<file path="config.mk">
export PLATFORM = sky130hd
export DESIGN_NAME = io_route_decoder
export DESIGN_NICKNAME = d
export VERILOG_FILES = /design/src/rtl/io_route_pkg.sv /design/src/rtl/io_port_window.sv /design/src/rtl/io_route_arbiter.sv /design/src/rtl/io_route_decoder.sv
export SDC_FILE = /design/constraint.sdc
export NUM_CORES = 1
export LEC_CHECK = 0
export BUFFER_PORTS_ARGS = -buffer_cell sky130_fd_sc_hd__buf_2
export CORE_MARGIN = 2
export CORE_UTILIZATION = 40
export DETAILED_ROUTE_END_ITERATION = 8
export PLACE_DENSITY = 0.7
export SLEW_MARGIN = 40
export SYNTH_ARGS = -nofsm -noshare
export SYNTH_HDL_FRONTEND = slang
export SYNTH_SLANG_ARGS = --single-unit
</file>
<file path="constraint.sdc">
create_clock -name clk -period 6.81 [get_ports clk]
set_input_delay 0.681 -clock clk [delete_from_list [all_inputs] [get_ports clk]]
set_output_delay 0.681 -clock clk [all_outputs]
set_load 0.005 [all_outputs]
</file>
<file path="src/rtl/io_route_pkg.sv">
package io_route_pkg;

    // Byte address of the configuration-protocol address/data doubleword pair
    localparam int unsigned CFG_PAIR_ADDR = 32'h0000_0CF8;

    // Which rule decided a request, in priority order
    typedef enum logic [2:0] {
        RULE_DEFAULT = 3'd0,
        RULE_FOLD    = 3'd1,
        RULE_CFG     = 3'd2,
        RULE_ALIAS   = 3'd3,
        RULE_RANGE   = 3'd4
    } rule_e;

endpackage

</file>
<file path="src/rtl/io_port_window.sv">
module io_port_window #(
    parameter int unsigned QW        = 13,
    parameter int unsigned LSB       = 3,
    parameter int unsigned ALIAS_MSB = 9,
    parameter int unsigned ALIAS_LSB = 8
) (
    input  logic [QW-1:0] qaddr,
    input  logic [QW-1:0] base,
    input  logic [QW-1:0] limit,
    input  logic          io_en,
    input  logic          alias_en,
    output logic          range_hit,
    output logic          alias_hit
);

    localparam int unsigned AM = ALIAS_MSB - LSB;
    localparam int unsigned AL = ALIAS_LSB - LSB;

    logic above_base;
    logic below_limit;
    logic upper_block;

    always_comb begin
        above_base  = (qaddr >= base);
        below_limit = (qaddr <= limit);
        // inverted window (limit < base) can never satisfy both compares
        range_hit   = io_en && above_base && below_limit;
        // offset 100h..3FFh in each 1 KB block
        upper_block = |qaddr[AM:AL];
        alias_hit   = range_hit && alias_en && upper_block;
    end

endmodule

</file>
<file path="src/rtl/io_route_arbiter.sv">
module io_route_arbiter
    import io_route_pkg::*;
#(
    parameter int unsigned NUM_PORTS = 4,
    parameter int unsigned TGT_W     = 3
) (
    input  logic [NUM_PORTS-1:0] range_hit,
    input  logic [NUM_PORTS-1:0] alias_hit,
    input  logic                 fold,
    input  logic                 cfg_hit,
    output logic [TGT_W-1:0]     target,
    output rule_e                rule
);

    logic             found;
    logic [TGT_W-1:0] port_code;

    always_comb begin
        found     = 1'b0;
        port_code = '0;
        // walk downward so the lowest matching port is written last
        for (int p = NUM_PORTS - 1; p >= 0; p--) begin
            if (range_hit[p]) begin
                found     = 1'b1;
                port_code = TGT_W'(p + 1);
            end
        end

        if (fold)
            rule = RULE_FOLD;
        else if (cfg_hit)
            rule = RULE_CFG;
        else if (|alias_hit)
            rule = RULE_ALIAS;
        else if (found)
            rule = RULE_RANGE;
        else
            rule = RULE_DEFAULT;

        target = (rule == RULE_RANGE) ? port_code : '0;
    end

endmodule

</file>
<file path="src/rtl/io_route_decoder.sv">
module io_route_decoder
    import io_route_pkg::*;
#(
    parameter int unsigned NUM_PORTS = 4,
    parameter int unsigned ADDR_W    = 16,
    parameter int unsigned LSB       = 3,
    parameter int unsigned BE_W      = 8,
    parameter int unsigned ALIAS_MSB = 9,
    parameter int unsigned ALIAS_LSB = 8
) (
    input  logic                                 clk,
    input  logic                                 rst_n,
    input  logic                                 req_valid,
    output logic                                 req_ready,
    input  logic [ADDR_W:LSB]                    req_addr,
    input  logic [BE_W-1:0]                      req_be,
    input  logic                                 req_write,
    input  logic [NUM_PORTS-1:0]                 port_io_en,
    input  logic [NUM_PORTS-1:0]                 port_alias_en,
    input  logic [NUM_PORTS*(ADDR_W-LSB)-1:0]    port_base,
    input  logic [NUM_PORTS*(ADDR_W-LSB)-1:0]    port_limit,
    output logic                                 res_valid,
    input  logic                                 res_ready,
    output logic [$clog2(NUM_PORTS+1)-1:0]       res_target,
    output logic                                 res_cfg,
    output logic                                 res_nodata,
    output logic                                 res_write
);

    localparam int unsigned QW    = ADDR_W - LSB;
    localparam int unsigned TGT_W = $clog2(NUM_PORTS + 1);
    localparam logic [QW-1:0] CFG_QADDR = QW'(CFG_PAIR_ADDR >> LSB);

    typedef struct packed {
        logic             valid;
        logic [TGT_W-1:0] target;
        logic             cfg;
        logic             nodata;
        logic             write;
    } res_t;

    res_t st_d, st_q;

    logic                 fold;
    logic [QW-1:0]        eff_q;
    logic                 cfg_hit;
    logic [NUM_PORTS-1:0] range_hit;
    logic [NUM_PORTS-1:0] alias_hit;
    logic [TGT_W-1:0]     arb_target;
    rule_e                arb_rule;
    logic                 accept;

    // overflow past 64 KB folds to address zero
    always_comb begin
        fold    = req_addr[ADDR_W];
        eff_q   = fold ? '0 : req_addr[ADDR_W-1:LSB];
        cfg_hit = !fold && (eff_q == CFG_QADDR);
    end

    for (genvar g = 0; g < NUM_PORTS; g++) begin : g_win
        io_port_window #(
            .QW        (QW),
            .LSB       (LSB),
            .ALIAS_MSB (ALIAS_MSB),
            .ALIAS_LSB (ALIAS_LSB)
        ) u_win (
            .qaddr     (eff_q),
            .base      (port_base[g*QW +: QW]),
            .limit     (port_limit[g*QW +: QW]),
            .io_en     (port_io_en[g]),
            .alias_en  (port_alias_en[g]),
            .range_hit (range_hit[g]),
            .alias_hit (alias_hit[g])
        );
    end

    io_route_arbiter #(
        .NUM_PORTS (NUM_PORTS),
        .TGT_W     (TGT_W)
    ) u_arb (
        .range_hit (range_hit),
        .alias_hit (alias_hit),
        .fold      (fold),
        .cfg_hit   (cfg_hit),
        .target    (arb_target),
        .rule      (arb_rule)
    );

    assign req_ready = !st_q.valid || res_ready;
    assign accept    = req_valid && req_ready;

    always_comb begin
        st_d = st_q;
        if (st_q.valid && res_ready)
            st_d.valid = 1'b0;
        if (accept) begin
            st_d.valid  = 1'b1;
            st_d.target = arb_target;
            st_d.cfg    = (arb_rule == RULE_CFG);
            st_d.nodata = (arb_rule == RULE_CFG) && (req_be == '0);
            st_d.write  = req_write;
        end
    end

    always_ff @(posedge clk) begin
        if (!rst_n)
            st_q <= '0;
        else
            st_q <= st_d;
    end

    assign res_valid  = st_q.valid;
    assign res_target = st_q.target;
    assign res_cfg    = st_q.cfg;
    assign res_nodata = st_q.nodata;
    assign res_write  = st_q.write;

    // reset leaves no result pending
    p_reset_idle_r1: assert property (@(posedge clk)
        !rst_n |=> !res_valid);

    // with every port disabled the legacy link is chosen
    p_ports_off_r1: assert property (@(posedge clk) disable iff (!rst_n)
        (accept && port_io_en == '0) |=> (res_valid && res_target == '0));

    // overflow requests go to the legacy link without the config flag
    p_fold_legacy_r3: assert property (@(posedge clk) disable iff (!rst_n)
        (accept && req_addr[ADDR_W]) |=> (res_target == '0 && !res_cfg));

    // configuration-pair addresses are flagged and not range-routed
    p_cfg_flag_r4: assert property (@(posedge clk) disable iff (!rst_n)
        (accept && !req_addr[ADDR_W] && req_addr[ADDR_W-1:LSB] == CFG_QADDR)
        |=> (res_cfg && res_target == '0));

    // target code stays within legacy plus the port count
    p_target_code_r6: assert property (@(posedge clk) disable iff (!rst_n)
        res_valid |-> (32'(res_target) <= NUM_PORTS));

    // result appears one edge after acceptance
    p_latency_r11: assert property (@(posedge clk) disable iff (!rst_n)
        accept |=> res_valid);

    // a stalled result holds its value
    p_hold_r11: assert property (@(posedge clk) disable iff (!rst_n)
        (res_valid && !res_ready) |=>
        (res_valid && $stable(res_target) && $stable(res_cfg) &&
         $stable(res_nodata) && $stable(res_write)));

    // no-data marking only on configuration-pair cycles
    p_nodata_cfg_r12: assert property (@(posedge clk) disable iff (!rst_n)
        (res_valid && res_nodata) |-> res_cfg);

endmodule

</file>
# [Word-level counts from Yosys, hierarchy flattened]
# Cells that the tools add are included.
[totals] word_cells=59 out_inout_bits=8 inputBits=139 ff_bits=7
[classes] eq_ne=3 reduce_logical=27 order_cmp=8 n_mux=16
[op_table] operator=">= comparator 13 bit" count=4
[op_table] operator="<= comparator 13 bit" count=4
[op_table] operator="two-way mux 3 bit" count=9
[op_table] operator="logical AND 1 bit" count=20
[op_table] operator="== test 13 x 9 -> 1 bit, second input constant" count=1
[op_table] operator="two-way mux 13 bit" count=1
[op_table] operator="zero test 8 bit" count=1
[op_table] operator="two-way mux 7 bit" count=1
[op_table] operator="two-way mux 1 bit" count=5
[op_table] operator="OR reduction 4 bit" count=1
[op_table] operator="== test 3 x 2 -> 1 bit, second input constant" count=1
[op_table] operator="== test 3 bit, second input constant" count=1
[op_table] operator="zero test 1 bit" count=2
[op_table] operator="nonzero test 2 bit" count=1
[op_table] operator="OR reduction 2 bit" count=1
[op_table] operator="logical OR 1 bit" count=1

# [Longest topological paths before layout]
[logic_depth] ltp_word=15 ltp_mapped=11

# [By module]
# A second synthesis with hierarchy kept.
[unflattened] cells_unflattened=442 hier_area_um2=3364.5
[modules_own_cells] module="io_port_window" seq_area_each_um2=0.0 instances=4 cells_per_inst=93 area_per_inst_um2=693.2
[modules_own_cells] module="io_route_decoder" seq_area_each_um2=140.1 instances=1 cells_per_inst=55 area_per_inst_um2=467.9
[modules_own_cells] module="io_route_arbiter" seq_area_each_um2=0.0 instances=1 cells_per_inst=15 area_per_inst_um2=123.9

# [Worst setup path before layout]
# OpenSTA, ideal clock, no wires.
[synth_path] kind="in2reg" startpoint="input req_addr[16] in the netlist's numbering" endpoint="register st_q, in the netlist res_target[0]" t_arrival_ps=3088 setup_time_ps=84 path_slack_ps=3638 n_path_buf=2 path_stages=11 path_cell_list="buf_6 > clkbuf_1 > nand2b_1 > ha_1 > nand2b_1 > maj3_2 > a2111oi_2 > or3_1 > a32o_2 > a2bb2o_4 > o31ai_2"
[synth_between] elab_chain_cells=14
[synth_rtl] item="start: declaration" line="io_route_decoder.sv:15" text="input logic [ADDR_W:LSB] req_addr,"
[synth_rtl] item="two-way mux 13 bit" line="io_route_decoder.sv:56" text="eff_q = fold ? '0 : req_addr[ADDR_W-1:LSB];"
[synth_rtl] item=">= comparator 13 bit" line="io_port_window.sv:24" text="above_base = (qaddr >= base);"
[synth_rtl] item="logical AND 1 bit (2 in series)" line="io_port_window.sv:27" text="range_hit = io_en && above_base && below_limit;"
[synth_rtl] item="two-way mux 1 bit (4 in series)" line="io_route_arbiter.sv:23" text="if (range_hit[p]) begin"
[synth_rtl] item="two-way mux 3 bit" line="io_route_arbiter.sv:35" text="else if (found)"
[synth_rtl] item="two-way mux 3 bit" line="io_route_arbiter.sv:33" text="else if (|alias_hit)"
[synth_rtl] item="two-way mux 3 bit" line="io_route_arbiter.sv:31" text="else if (cfg_hit)"
[synth_rtl] item="two-way mux 3 bit" line="io_route_arbiter.sv:29" text="if (fold)"
[synth_rtl] item="== test 3 bit" line="io_route_arbiter.sv:40" text="target = (rule == RULE_RANGE) ? port_code : '0;"
[synth_rtl] item="two-way mux 3 bit (*)" line="io_route_arbiter.sv:40"
[synth_rtl] item="end signal: assignment" line="io_route_decoder.sv:109" text="st_q <= st_d;"
[synth_rtl] item="end: declaration" line="io_route_decoder.sv:42" text="res_t st_d, st_q;"
# Mark *: on every way between the ends. The rest lies on a longest branch, timed or not.
# A chain may end at the register's enable or synchronous reset.

# [Worst setup path in the final report]
[layout_path] startpoint="input req_addr[16] in the netlist's numbering" endpoint="register st_q, in the netlist res_target[2]"
# Same word-level chain as after synthesis.

==> flow_summary.toml <==
[drt]
routed_wl_um = 10340
drt_iter0_drc = 164
dr.pass1.iters = 4
drc = 0
wl_per_cell_um = 15.53
vias = 3568
postRouteAntennaNets = 0
viasPerCell = 5.357

[floorplanning]
dieHeight_um = 92.36
design.core.area_mm2 = 0.007647
initial_core_util_pct = 40.84
io_pins = 147
fp-row-count = 32
dieArea_mm2 = 0.008530
die_width_um = 92.36

[pwr]
power_density_mw_per_mm2 = 77.20
p_comb_share_pct = 66.6
power.switching_w = 0.0001286
irDropWorstVdd_uv = 40.37
p_leak_nw = 2.336
clkPwrFrac_pct = 19.5
p_int_w = 0.0001796
sw_frac_of_total_pct = 41.71
seqPwrFrac_pct = 13.9

[clocking]
cts_setup_buffers = 0
insertion_delay_ns = 0.23
postCtsHoldBufs = 0
cts-root-buf = "clkbuf_8"
cts_tree = "done"
cts_resized = 0
cts.path.max_buffers = 2
clock-sinks = 7
path_clk_slew_ns = 0.05
cts_made_buffers = 3
htreeDepth = 1

[critical_path]
critPathRequiredTime_ns = 6.94
crit_type = "in2reg"
cp-end-kind = "flip-flop"
cp.arrival_ns = 3.48
critPathLaunchType = "input pin"
r2r_slack_ns = 5.17
worstPathMaxFanout = 21

[sta]
setup_tns_ns = 0
fmax_ghz = 0.2991
slew_headroom_pct = 44.38
min_period_ns = 3.343
slew_viol_final = 0
setup_viol = 0
fin_worst_hold_slack_ns = 0.4667
fin_skew_ns = 0.006943
hold_viol_final = 0
fin_ws_ns = 3.467
period_share_pct = 49.09
rsz0062_at_grt = "no"
worst_pin_slew_ns = 0.8326

[placed_design]
hpwlAfterDp_um = 8683
port_buffers = 146
place_area_mm2 = 0.003943
gp_congestion = 0.9213
place_ws_ns = 3.215

[global_routing]
grt_pass1_vias = 3496
antenna_found_initial = 0
grt_max_degree = 22
grt_overflow = 0
grt_pass1_wl_um = 16210
grtUsageTotal_pct = 23.45

[hold_path]
holdCritPathClass = "reg2reg"

[final_layout]
fin_area_mm2 = 0.003993
antennaDiodeCount = 0
drive_gt1_share_pct = 29.96
post-route-util_pct = 52.21
nets = 784
area_delta_synth_final_pct = 27.84

[synth]
synth_top_cell_by_area = "ha_1"
netlist_area_mm2 = 0.003123
synth_fp_nets = 637
synth.avg_cell_area_um2 = 7.471
yosysMostFrequentCell = "inv_1"
post-synth-top-area-fraction_pct = 32.05
ys_seq_area_share_pct = 4.487
synthCells = 418
synth-edff-count = 0
synth_flop_cell = "dfxtp_1"
ys_types = 64
synthTopCellsByArea = "ha_1 (32%), inv_1 (10%), dfxtp_1 (4.5%)"
ys_ff_latch = 7
yosysWarnings = 0
synthTopCellsByCount = "inv_1 (86), ha_1 (80), a21oi_1 (21), nor2_1 (21), nand2_1 (18)"
synthArstFlopShare_pct = 0

[run_status]
status = "completed"

[job]
maxCapViolations = 0
worst paths after layout:
| check | from | end | cells after the start |
|---|---|---|---|
| worst max register to register | res_valid | res_target[2] | 5 |
| worst max-delay path | req_addr[16] | res_target[2] | 10 |
| worst min-delay path | res_write | res_write | 2 |
| worst min register to register | res_write | res_write | 2 |
cells by family (layout without fill, tap and decap cells):
group,Yosys count,in the layout,share of synthesized area [%]
AO/OA/AOI/OAI,94,94,22.00
XOR/XNOR,13,13,3.646
adder cells (fa/ha/maj),86,86,34.05
buffers and inverters,93,239,12.54
flip-flops,7,7,4.487
multiplexers,1,1,0.3205
AND/OR/NAND/NOR,124,124,22.96
metrics by stage:
step                       power, W  cells
after floorplan           0.0001653    418
after global placement    0.0002375    662
after detailed placement  0.0002451    662
after CTS                 0.0003066    666
after global routing      0.0003372    666
final                     0.0003082    666
worst max-delay path, cell delays in order:
cell and delay [ns]:
buf_2 0.35, nand2b_1 0.48, ha_1 0.32, nand2b_1 0.14
maj3_1 0.36, a2111oi_0 0.42, nor3_1 0.15, o22ai_2 0.15
o211ai_2 0.14, o31ai_1 0.27
placed cells by master (no fill, tap or decap), types with 3 or more instances in the layout:
cell       synthesis  final
nand2b_1          12     12
nor4b_1            3      3
o31ai_1            4      4
nor3_1             4      4
a21o_1            10     10
nand4_1           11     11
nor4_1             4      4
dfxtp_1            7      7
o211ai_1           4      4
a31oi_1            4      4
xnor2_1           13     13
buf_4              0      3
inv_1             86     86
a2111oi_0          6      6
a21oi_1           21     21
and4_1             4      4
nand3_1           11     11
nand2_1           18     18
clkbuf_8           0      3
maj3_1             4      4
nor2_1            21     21
o21ai_0           13     13
and3_1             3      3
buf_2              1    146
nor2b_1           15     10
ha_1              80     80
nor3b_1            4      4
a211oi_1           5      5
nor2b_2            0      5
power by group through the flow:
stage | clock (W) | combinational, W | sequential (W)
finish | 0.0000601 | 0.000205 | 0.0000428
global route | 0.0000635 | 0.000231 | 0.0000430
CTS | 0.0000605 | 0.000203 | 0.0000429
detailed placement | 0 | 0.000202 | 0.0000435
global placement | 0 | 0.000194 | 0.0000435
floorplan | 0 | 0.000122 | 0.0000436
sequential cells by signal, summed over array words and instances, names as in the netlist:
| name | flops |
|---|---|
| res_cfg | 1 |
| res_write | 1 |
| res_nodata | 1 |
| res_valid | 1 |
| res_target | 3 |
metal layers:
layer | global-route usage [%] | up-vias | wire length [um]
met3 | 2.685 | 16 | 874
met5 | 0 | - | 0
met4 | 4.975 | 0 | 178
met1 | 30.51 | 1584 | 4495
met2 | 41.55 | 174 | 4795
li1 | - | 1794 | -
final cells by class:
class / instances / area [um2]
timing repair buffer: 149 / 753.2
clock buffer: 4 / 45.04
fill: 750 / 3655
multi-input combinational: 318 / 2604
sequential: 7 / 140.1
tap: 102 / 127.6
inverter: 86 / 322.8
Note: power is estimated with default switching activity, not from simulation.
